**src/rtl/mbus_pkg.sv**
```systemverilog
package mbus_pkg;
  localparam int AD_W   = 32;
  localparam int LANES  = AD_W / 8;
  localparam int BEAT_W = $clog2(LANES);

  typedef enum logic [1:0] {
    PW8   = 2'b00,
    PW16  = 2'b01,
    PW32  = 2'b10,
    PWRSV = 2'b11
  } pw_e;

  typedef enum logic [1:0] {
    ST_IDLE = 2'b00,
    ST_ADDR = 2'b01,
    ST_DATA = 2'b10
  } st_e;
endpackage

```
**src/rtl/mbus_beat_ctr.sv**
```systemverilog
module mbus_beat_ctr
  import mbus_pkg::*;
#(
  parameter int LEN_W = 4
) (
  input  logic              clk_i,
  input  logic              rst_ni,
  input  logic              clr_i,
  input  logic              adv_i,
  input  pw_e               pw_i,
  input  logic [LEN_W-1:0]  len_i,
  output logic [BEAT_W-1:0] beat_o,
  output logic [LEN_W-1:0]  word_o,
  output logic              word_end_o,
  output logic              last_o
);
  logic [BEAT_W-1:0] beat_q, beat_max;
  logic [LEN_W-1:0]  word_q;

  always_comb begin
    case (pw_i)
      PW8:     beat_max = BEAT_W'(LANES - 1);
      PW16:    beat_max = BEAT_W'(LANES / 2 - 1);
      default: beat_max = '0;
    endcase
  end

  assign word_end_o = (beat_q == beat_max);
  assign last_o     = word_end_o && (word_q == len_i);
  assign beat_o     = beat_q;
  assign word_o     = word_q;

  always_ff @(posedge clk_i or negedge rst_ni) begin
    if (!rst_ni) begin
      beat_q <= '0;
      word_q <= '0;
    end else if (clr_i) begin
      beat_q <= '0;
      word_q <= '0;
    end else if (adv_i) begin
      if (word_end_o) begin
        beat_q <= '0;
        word_q <= word_q + 1'b1;
      end else begin
        beat_q <= beat_q + 1'b1;
      end
    end
  end
endmodule

```
**src/rtl/mbus_lane_map.sv**
```systemverilog
module mbus_lane_map
  import mbus_pkg::*;
(
  input  pw_e               pw_i,
  input  logic              active_i,
  input  logic [BEAT_W-1:0] beat_i,
  input  logic [AD_W-1:0]   wdata_i,
  output logic [LANES-1:0]  lane_no,
  output logic [AD_W-1:0]   wslice_o
);
  logic [1:0]      off;
  logic [AD_W-1:0] shifted;

  // byte offset of this beat inside the word
  always_comb begin
    case (pw_i)
      PW8:     off = beat_i[1:0];
      PW16:    off = {beat_i[0], 1'b0};
      default: off = 2'b00;
    endcase
  end

  assign shifted = wdata_i >> {off, 3'b000};

  always_comb begin
    case (pw_i)
      PW8:     wslice_o = {{(AD_W-8){1'b0}}, shifted[7:0]};
      PW16:    wslice_o = {{(AD_W-16){1'b0}}, shifted[15:0]};
      default: wslice_o = wdata_i;
    endcase
  end

  always_comb begin
    if (!active_i) begin
      lane_no = '1;
    end else begin
      case (pw_i)
        PW8:     lane_no = {2'b11, off[1], off[0]};
        PW16:    lane_no = {1'b0, 1'b1, off[1], 1'b0};
        default: lane_no = '0;
      endcase
    end
  end
endmodule

```
**src/rtl/mbus_rd_pack.sv**
```systemverilog
module mbus_rd_pack
  import mbus_pkg::*;
(
  input  pw_e               pw_i,
  input  logic [BEAT_W-1:0] beat_i,
  input  logic [AD_W-1:0]   asm_i,
  input  logic [AD_W-1:0]   ad_i,
  output logic [AD_W-1:0]   merged_o
);
  always_comb begin
    merged_o = asm_i;
    case (pw_i)
      PW8: begin
        for (int k = 0; k < LANES; k++)
          if (BEAT_W'(k) == beat_i) merged_o[8*k +: 8] = ad_i[7:0];
      end
      PW16: begin
        for (int k = 0; k < LANES / 2; k++)
          if (1'(k) == beat_i[0]) merged_o[16*k +: 16] = ad_i[15:0];
      end
      default: merged_o = ad_i;
    endcase
  end
endmodule

```
**src/rtl/mbus_ctrl.sv**
```systemverilog
module mbus_ctrl
  import mbus_pkg::*;
#(
  parameter int LEN_W = 4
) (
  input  logic             clk_i,
  input  logic             rst_ni,
  input  logic             req_valid_i,
  output logic             ready_o,
  input  logic [AD_W-1:0]  req_addr_i,
  input  logic             req_wr_i,
  input  logic             req_instr_i,
  input  logic [LEN_W-1:0] req_len_i,
  input  logic [1:0]       width_i,
  input  logic [AD_W-1:0]  wr_data_i,
  output logic [LEN_W-1:0] word_idx_o,
  output logic [AD_W-1:0]  rd_data_o,
  output logic             rd_valid_o,
  output logic             done_o,
  output logic             err_o,
  output logic             cfg_err_o,
  output logic [AD_W-1:0]  ad_o,
  input  logic [AD_W-1:0]  ad_i,
  output logic             cip_no,
  output logic             den_no,
  output logic             rd_no,
  output logic             wr_no,
  output logic             dtr_o,
  output logic             ide_o,
  output logic             last_no,
  output logic [LANES-1:0] lane_no,
  input  logic             ack_ni,
  input  logic             retry_ni,
  input  logic             berr_ni
);
  localparam int WA_W = AD_W - 2;

  st_e               st_q;
  pw_e               pw_q;
  logic [WA_W-1:0]   wa_q;
  logic [LEN_W-1:0]  len_q;
  logic              wr_q, instr_q, got_q;
  logic [AD_W-1:0]   asm_q, rd_data_q;
  logic              done_q, err_q, rdv_q, cfg_err_q;

  logic [BEAT_W-1:0] beat;
  logic [LEN_W-1:0]  word;
  logic              word_end, last;
  logic [AD_W-1:0]   wslice, merged;
  logic              busy, retry_ok, berr_go, retry_go, ack_go, ctr_clr;

  assign busy     = (st_q != ST_IDLE);
  // read retry only before the first accepted beat
  assign retry_ok = !retry_ni && (wr_q || !got_q);
  assign berr_go  = busy && !berr_ni;
  assign retry_go = busy && berr_ni && retry_ok;
  assign ack_go   = (st_q == ST_DATA) && berr_ni && !retry_ok && !ack_ni;
  assign ctr_clr  = !busy || retry_go || berr_go;

  mbus_beat_ctr #(.LEN_W(LEN_W)) u_ctr (
    .clk_i      (clk_i),
    .rst_ni     (rst_ni),
    .clr_i      (ctr_clr),
    .adv_i      (ack_go),
    .pw_i       (pw_q),
    .len_i      (len_q),
    .beat_o     (beat),
    .word_o     (word),
    .word_end_o (word_end),
    .last_o     (last)
  );

  mbus_lane_map u_lane (
    .pw_i     (pw_q),
    .active_i (busy),
    .beat_i   (beat),
    .wdata_i  (wr_data_i),
    .lane_no  (lane_no),
    .wslice_o (wslice)
  );

  mbus_rd_pack u_pack (
    .pw_i     (pw_q),
    .beat_i   (beat),
    .asm_i    (asm_q),
    .ad_i     (ad_i),
    .merged_o (merged)
  );

  always_ff @(posedge clk_i or negedge rst_ni) begin
    if (!rst_ni) begin
      st_q      <= ST_IDLE;
      pw_q      <= PW32;
      wa_q      <= '0;
      len_q     <= '0;
      wr_q      <= 1'b0;
      instr_q   <= 1'b0;
      got_q     <= 1'b0;
      asm_q     <= '0;
      rd_data_q <= '0;
      done_q    <= 1'b0;
      err_q     <= 1'b0;
      rdv_q     <= 1'b0;
      cfg_err_q <= 1'b0;
    end else begin
      done_q <= 1'b0;
      err_q  <= 1'b0;
      rdv_q  <= 1'b0;
      case (st_q)
        ST_IDLE: begin
          if (req_valid_i) begin
            wa_q    <= req_addr_i[AD_W-1:2];
            len_q   <= req_len_i;
            wr_q    <= req_wr_i;
            instr_q <= req_instr_i;
            got_q   <= 1'b0;
            asm_q   <= '0;
            if (pw_e'(width_i) == PWRSV) begin
              pw_q      <= PW32;
              cfg_err_q <= 1'b1;
            end else begin
              pw_q <= pw_e'(width_i);
            end
            st_q <= ST_ADDR;
          end
        end
        ST_ADDR: begin
          if (berr_go) begin
            st_q  <= ST_IDLE;
            err_q <= 1'b1;
          end else if (!retry_go) begin
            st_q <= ST_DATA;
          end
        end
        ST_DATA: begin
          if (berr_go) begin
            st_q  <= ST_IDLE;
            err_q <= 1'b1;
          end else if (retry_go) begin
            st_q  <= ST_ADDR;
            got_q <= 1'b0;
          end else if (ack_go) begin
            got_q <= 1'b1;
            if (!wr_q) begin
              asm_q <= merged;
              if (word_end) begin
                rd_data_q <= merged;
                rdv_q     <= 1'b1;
              end
            end
            if (last) begin
              st_q   <= ST_IDLE;
              done_q <= 1'b1;
            end
          end
        end
        default: st_q <= ST_IDLE;
      endcase
    end
  end

  always_comb begin
    case (st_q)
      ST_ADDR: ad_o = {wa_q, 2'b00};
      ST_DATA: ad_o = wr_q ? wslice : '0;
      default: ad_o = '0;
    endcase
  end

  assign ready_o    = !busy;
  assign word_idx_o = word;
  assign rd_data_o  = rd_data_q;
  assign rd_valid_o = rdv_q;
  assign done_o     = done_q;
  assign err_o      = err_q;
  assign cfg_err_o  = cfg_err_q;
  assign cip_no     = !busy;
  assign den_no     = (st_q != ST_DATA);
  assign rd_no      = !(busy && !wr_q);
  assign wr_no      = !(busy && wr_q);
  assign dtr_o      = busy && wr_q;
  assign ide_o      = busy && instr_q;
  assign last_no    = !((st_q == ST_DATA) && last);
endmodule

```
**config.mk**
```make
export PLATFORM = sky130hd
export DESIGN_NAME = mbus_ctrl
export DESIGN_NICKNAME = d
export VERILOG_FILES = /design/src/rtl/mbus_pkg.sv /design/src/rtl/mbus_beat_ctr.sv /design/src/rtl/mbus_lane_map.sv /design/src/rtl/mbus_rd_pack.sv /design/src/rtl/mbus_ctrl.sv
export SDC_FILE = /design/constraint.sdc
export NUM_CORES = 1
export LEC_CHECK = 0
export CORE_UTILIZATION = 49
export CTS_CLUSTER_SIZE = 10
export DETAILED_ROUTE_END_ITERATION = 8
export PLACE_DENSITY_LB_ADDON = 0.3
export SLEW_MARGIN = 5
export SYNTH_ARGS = -nofsm -noshare
export SYNTH_HDL_FRONTEND = slang
export SYNTH_HIERARCHICAL = 1
export SYNTH_SLANG_ARGS = --single-unit
```
**constraint.sdc**
```tcl
create_clock -name clk_i -period 3.1 [get_ports clk_i]
set_clock_uncertainty 0.2 [all_clocks]
set_input_delay 0.62 -clock clk_i [delete_from_list [all_inputs] [get_ports clk_i]]
set_output_delay 0.62 -clock clk_i [all_outputs]
set_load 0.01 [all_outputs]
```
======== Word level (Yosys, flattened, before mapping) ========
Index checks and enable logic that the tools add are counted.
storage, ports and cells
  bits in registers ....................... 115
  latch bits .............................. 0
  memory bits (writable) .................. 0
  bits in read-only memories .............. 0
  memories ................................ 0
cells by class
  add/sub/neg operators ................... 2
  $mul .................................... 0
  div/mod/pow operators ................... 0
  order comparisons ....................... 0
  equal/unequal tests ..................... 19
  shifts and indexed selects .............. 1
  muxes and demuxes ....................... 53
  bitwise operators ....................... 3
  reductions and logical operators ........ 40
operators by type and width
  operator             count
  $pmux 32 s2          4
  $mux 32              6
  $mux 16              2
  $mux 8               4
  $shr 32x5->16        1
  $mux 2               11
  $mux 1               17
  $mux 4               4
  $logic_and 1x1->1    12
  $ne 2x2->1 const B   6
  $reduce_and 6->1     2
  $logic_not 1->1      10
  $ne 4x4->1 const B   2
  $pmux 2 s2           2
  $pmux 4 s2           1
  $reduce_and 4->1     2
  $reduce_bool 2->1    4
  $logic_not 2->1      3
  $ne 3x3->1 const B   2
  $pmux 2 s3           1
  $add 4x1->4 const B  1
  $eq 2x1->1 const B   2
  $eq 2x2->1 const A   2
  $eq 2x2->1 const B   2
  10 further kinds     15

======== Depth between registers and ports, before layout ========
  word-level depth ........................ 10
  mapped depth ............................ 9

======== Hierarchy ========
Netlist, hierarchy kept.
modules (own cells, without submodules)
  module         instances  cells each  area each (um^2)
  mbus_ctrl      1          389         5,023.6
  mbus_rd_pack   1          89          807.0
  mbus_lane_map  1          54          543.0
  mbus_beat_ctr  1          47          485.5

======== Worst setup path before layout ========
No wires, ideal clock.
  path kind ............................... flip-flop to output port
  start point ............................. register pw_q[0]
  end point ............................... output port ad_o[2]
  data arrival time ....................... 1,893 ps
  required time ........................... 2,280 ps
  path slack .............................. 387 ps
  cell stages (with the launch flop) ...... 5
  buffers on the path ..................... 1
  path through ............................ dfrtp_1 > buf_6 > nor3_4 > mux4_1 > a22o_1
between the ends
  longest elaborated chain between the ends .. 6
  elaborated cells on any way between the ends .. 7
  those cells by class .................... 1 x eq/ne; 1 x shift; 4 x mux; 1 x reduce/logical
ends and longest elaborated chain
  element                                        RTL line                                  source
  start, declared                                mbus_ctrl.sv:39                           pw_e pw_q;
  start signal, assigned                         mbus_ctrl.sv:122                          pw_q <= pw_e'(width_i);
  $eq 2x1->1 or $logic_not 2->1 (tied branches)  mbus_lane_map.sv:16, mbus_lane_map.sv:26
  $pmux 2 s2                                     mbus_lane_map.sv:16                       case (pw_i)
  $shr 32x5->16                                  mbus_lane_map.sv:23                       assign shifted = wdata_i >> {off, 3'b000};
  $pmux 32 s2 *                                  mbus_lane_map.sv:26                       case (pw_i)
  via wslice[2]                                  mbus_ctrl.sv:49                           logic [AD_W-1:0] wslice, merged;
  $mux 32 *                                      mbus_ctrl.sv:165                          ST_DATA: ad_o = wr_q ? wslice : '0;
  $pmux 32 s2 *                                  mbus_ctrl.sv:163                          case (st_q)
  end, declared                                  mbus_ctrl.sv:22                           output logic [AD_W-1:0] ad_o,
Mark *: on every way through the listed nets, which the timed path passes. The rest lies on a longest branch.

======== Worst setup path after layout ========
  start point ............................. register pw_q[1]
  end point ............................... output port ad_o[7]
The elaborated chain is that of the path after synthesis.

==> metrics.txt <==
# TYPE chip_impl_metric gauge
chip_impl_metric{name="synth_xor_xnor_area_share",unit=""} 0.00876
chip_impl_metric{name="groute.usage.overall",unit=""} 0.290
chip_impl_metric{name="internal_power",unit="W"} 0.00485
chip_impl_metric{name="avgViaCountPerCell",unit=""} 5.96
chip_impl_metric{name="cts_max_level",unit=""} 4
chip_impl_metric{name="synth_largest_type_area_fraction",unit=""} 0.416
chip_impl_metric{name="met1Wirelength",unit="um"} 8000
chip_impl_metric{name="drt_pre_antenna_iters",unit=""} 5
chip_impl_metric{name="syn_to_final_growth",unit="%"} 42.0
chip_impl_metric{name="cts.reportedPaths.clkPinSlew",unit="ps"} 50
chip_impl_info{name="timing_worst_setup_path_type",value="reg -> out"} 1
chip_impl_metric{name="power_density",unit="mW/mm^2"} 752
chip_impl_metric{name="worst-path-max-fanout",unit=""} 8
chip_impl_info{name="top_post_synthesis_cells_by_area",value="sky130_fd_sc_hd__dfrtp_1 (42%), sky130_fd_sc_hd__mux2_2 (15%), sky130_fd_sc_hd__a22o_1 (5.9%), sky130_fd_sc_hd__a22oi_2 (5.5%), sky130_fd_sc_hd__mux4_1 (3.1%)"} 1
chip_impl_info{name="holdCritPathClass",value="in -> async"} 1
chip_impl_info{name="critical_path.endpoint_type",value="output port"} 1
chip_impl_metric{name="worstPathArrival",unit="ps"} 2270
chip_impl_metric{name="numClockSinks",unit=""} 115
chip_impl_metric{name="power.share.switching",unit=""} 0.338
chip_impl_metric{name="final_layout_size_suffix_gt1_frac",unit=""} 0.299
chip_impl_metric{name="layout.core_utilization",unit=""} 0.724
chip_impl_metric{name="simple_gate_fraction_of_synth_area",unit=""} 0.102
chip_impl_metric{name="share_comb_of_total_power",unit=""} 0.439
chip_impl_metric{name="synth_adder_area_share",unit=""} 0.00912
chip_impl_metric{name="power_frac_clock",unit=""} 0.263
chip_impl_metric{name="n_antenna_cell",unit=""} 0
chip_impl_metric{name="layoutNonFillerInstCount",unit=""} 975
chip_impl_metric{name="detail_route.iter0.violations",unit=""} 430
chip_impl_metric{name="dp_cells",unit=""} 932
chip_impl_metric{name="die_w",unit="um"} 120
chip_impl_metric{name="drt_drc_violations_left",unit=""} 0
chip_impl_metric{name="largest_net_degree_at_the_start_of_global_routing",unit=""} 54
chip_impl_metric{name="globalplace.congestion",unit=""} 0.854
chip_impl_metric{name="initial_core_util",unit=""} 0.510
chip_impl_metric{name="number_of_antenna_violations_at_the_first_check_in_global_routing",unit=""} 0
chip_impl_metric{name="numPortBuffers",unit=""} 191
chip_impl_metric{name="final.min_clock_period",unit="ps"} 3090
chip_impl_metric{name="hold_slack",unit="ps"} -3.52
chip_impl_metric{name="die_height",unit="um"} 120
chip_impl_info{name="yosys.cell_count.top_type",value="sky130_fd_sc_hd__dfrtp_1"} 1
chip_impl_metric{name="postSynthCellCount",unit=""} 579
chip_impl_metric{name="postPlaceCellArea",unit="mm^2"} 0.00903
chip_impl_metric{name="leakagePower",unit="nW"} 4.26
chip_impl_metric{name="final_critical_path_share_of_the_clock_period",unit=""} 0.995
chip_impl_metric{name="yosysUniqueCellTypes",unit=""} 67
chip_impl_metric{name="number_of_global_route_vias_before_repair",unit=""} 5890
chip_impl_info{name="grt_setup_unrepaired",value="yes"} 1
chip_impl_metric{name="rows",unit=""} 42
chip_impl_metric{name="max-slew-margin-rel",unit=""} 0.182
chip_impl_metric{name="synth_compound_gate_area_share",unit=""} 0.203
chip_impl_metric{name="wl_met2",unit="um"} 9900
chip_impl_metric{name="wl",unit="um"} 20300
chip_impl_metric{name="tns",unit="ps"} 0
chip_impl_metric{name="insertion_delay",unit="ps"} 420
chip_impl_metric{name="share_seq_of_total_power",unit=""} 0.298
chip_impl_metric{name="core_area",unit="mm^2"} 0.0135
chip_impl_metric{name="wl_met3",unit="um"} 1610
chip_impl_metric{name="syn-num-nets",unit=""} 694
chip_impl_metric{name="clockBufferDepth",unit=""} 2
chip_impl_metric{name="synth_mux_area_frac",unit=""} 0.217
chip_impl_metric{name="crit_required",unit="ps"} 2280
chip_impl_metric{name="number_of_nets_in_the_finished_design",unit=""} 901
chip_impl_metric{name="synth-seq-area-share",unit=""} 0.420
chip_impl_info{name="yosys-top-cells-count",value="sky130_fd_sc_hd__dfrtp_1 (114), sky130_fd_sc_hd__mux2_2 (93), sky130_fd_sc_hd__nand2_1 (47), sky130_fd_sc_hd__a22o_1 (46), sky130_fd_sc_hd__a22oi_2 (30)"} 1
chip_impl_metric{name="wl_per_cell",unit="um"} 20.8
chip_impl_metric{name="finalInstanceArea",unit="mm^2"} 0.00974
chip_impl_metric{name="transition_time_of_the_tightest_slew_check_pin",unit="ps"} 1210
chip_impl_metric{name="dieArea",unit="mm^2"} 0.0145
chip_impl_metric{name="grt.overflow.total",unit=""} 0
chip_impl_metric{name="synth_edf_count",unit=""} 0
chip_impl_metric{name="ys_ff_latch",unit=""} 115
chip_impl_metric{name="post_syn_area",unit="mm^2"} 0.00686
chip_impl_metric{name="num-fill-cells",unit=""} 945
chip_impl_info{name="postSynth.topFlopCell",value="sky130_fd_sc_hd__dfrtp_1"} 1
chip_impl_metric{name="grt_first_pass_wirelength",unit="um"} 31900
chip_impl_metric{name="dpl.hpwl",unit="um"} 14000
chip_impl_metric{name="io-pin-count",unit=""} 194
chip_impl_metric{name="finalHoldViolations",unit=""} 4
chip_impl_info{name="largest_family_of_logic_cells_by_synthesized_area",value="multiplexers"} 1
chip_impl_metric{name="cap_viol_max_count",unit=""} 0
chip_impl_info{name="violations_in_the_final_reports",value="negative hold slack"} 1
chip_impl_metric{name="power.switching",unit="W"} 0.00248
chip_impl_metric{name="synth.avg_cell_area",unit="um^2"} 11.8
chip_impl_metric{name="max-vdd-ir-drop",unit="uV"} 448
chip_impl_metric{name="synth_async_sr_flop_share",unit=""} 1.00
chip_impl_info{name="tritoncts",value="yes"} 1
chip_impl_metric{name="final-setup-viol-count",unit=""} 0
chip_impl_metric{name="drt.antenna.violating_nets",unit=""} 0
chip_impl_info{name="synth_largest_area_cell",value="sky130_fd_sc_hd__dfrtp_1"} 1
chip_impl_metric{name="dr_total_vias",unit=""} 5811
chip_impl_info{name="route.top_layer_used",value="met4"} 1
chip_impl_metric{name="cts_hold_repair.buffers",unit=""} 0
chip_impl_metric{name="ys_warn_count",unit=""} 6
chip_impl_info{name="outcome",value="complete, but fails checks"} 1
chip_impl_metric{name="report.final.slew_viol_count",unit=""} 0
chip_impl_metric{name="highest_clock_rate",unit="MHz"} 324
chip_impl_info{name="cts-root-buf",value="sky130_fd_sc_hd__clkbuf_16"} 1
chip_impl_info{name="setup.worst_path.start_class",value="flop"} 1
chip_impl_metric{name="numCtsBuffers",unit=""} 17
## metrics by stage
| stage | total power [W] | worst slack, ps |
|---|---|---|
| floorplan | 0.00398 | 387 |
| global placement | 0.00528 | -23.3 |
| detailed placement | 0.00538 | -30.9 |
| CTS | 0.00729 | -124 |
| global route | 0.00768 | -63.3 |
| finish | 0.00732 | 14.3 |
## flip-flops by register name (all words and copies together) (netlist names), 2 cells and up
register and count:
len_q 4, st_q 2, u_ctr/beat_o 2, u_ctr/word_o 4, wa_q 30, rd_data_o 32, pw_q 2, asm_q 32
## cells by family after synthesis
logic type | after synthesis
adders and majority gates | 5
buffers and inverters | 53
xor gates and xnor gates | 6
and+or+nand+nor | 124
AOI/OAI and AO/OA | 153
muxes | 123
DFF | 115
## layer usage
metal,vias to the layer above,GRT usage
met5,-,0
met4,0,0.138
met3,59,0.0627
met2,289,0.480
met1,2878,0.359
li1,2585,-
## worst paths after layout
kind	start	to	slack (ps)	cells after the start
worst max-delay path	pw_q[1]	ad_o[7]	10	5
worst min-delay path	rst_ni	wa_q[5]	-4	1
worst max register to register	pw_q[0]	st_q[1]	330	9
worst min register to register	cfg_err_o	cfg_err_o	270	1
max in group asynchronous	rst_ni	pw_q[1]	1910	2
min in group clk_i	cfg_err_o	cfg_err_o	270	1
## placed cells by master (no fill, tap or decap), drive strengths merged, types with 3 or more instances in the layout
| master | n |
|---|---|
| nor3b | 4 |
| clkinv | 6 |
| mux4 | 8 |
| dlygate4sd2 | 25 |
| a22o | 47 |
| or2 | 3 |
| ha | 5 |
| a221o | 8 |
| mux2 | 96 |
| clkbuf | 23 |
| dlymetal6s2s | 5 |
| xor2 | 4 |
| nor2 | 8 |
| o21ai | 37 |
| nor2b | 6 |
| clkdlybuf4s50 | 157 |
| nand2 | 49 |
| nor3 | 3 |
| dfrtp | 114 |
| nand2b | 10 |
| inv | 12 |
| a21oi | 6 |
| mux2i | 19 |
| buf | 39 |
| a22oi | 32 |
| and2 | 29 |
| o221ai | 8 |
## power by group through the flow
stage               clock, W  combinational [W]  sequential (W)
finish               0.00192            0.00322         0.00219
global route         0.00203            0.00342         0.00223
CTS                  0.00196            0.00315         0.00219
detailed placement         0            0.00317         0.00221
global placement           0            0.00310         0.00218
floorplan                  0            0.00175         0.00222
## layout make-up
cell class	count	area, um^2	share of cell area
inverters	12	50.0	0.00514
repair buffers	229	2280	0.235
multi-input cells	411	3710	0.381
well taps	176	220	0.0226
clock inverters	10	105	0.0108
flip-flops and latches	115	2880	0.296
clock buffers	22	484	0.0497
## critical path: stages (launching register included)
cell	delay [ps]
sky130_fd_sc_hd__dfstp_2	420
sky130_fd_sc_hd__nor3_4	220
sky130_fd_sc_hd__buf_12	150
sky130_fd_sc_hd__mux4_1	570
sky130_fd_sc_hd__a22o_1	220
sky130_fd_sc_hd__dlygate4sd2_1	270
## what timing repair did
| item | CTS | global route |
|---|---|---|
| buffers inserted | 5 | 5 |
| setup endpoints to repair | 33 | 18 |
| resized for setup | 42 | 16 |
| cloned | 1 | 0 |
| pin swaps | 0 | 1 |
| endpoints found under the hold margin | 0 | 0 |
(Power assumes the default switching activity.)
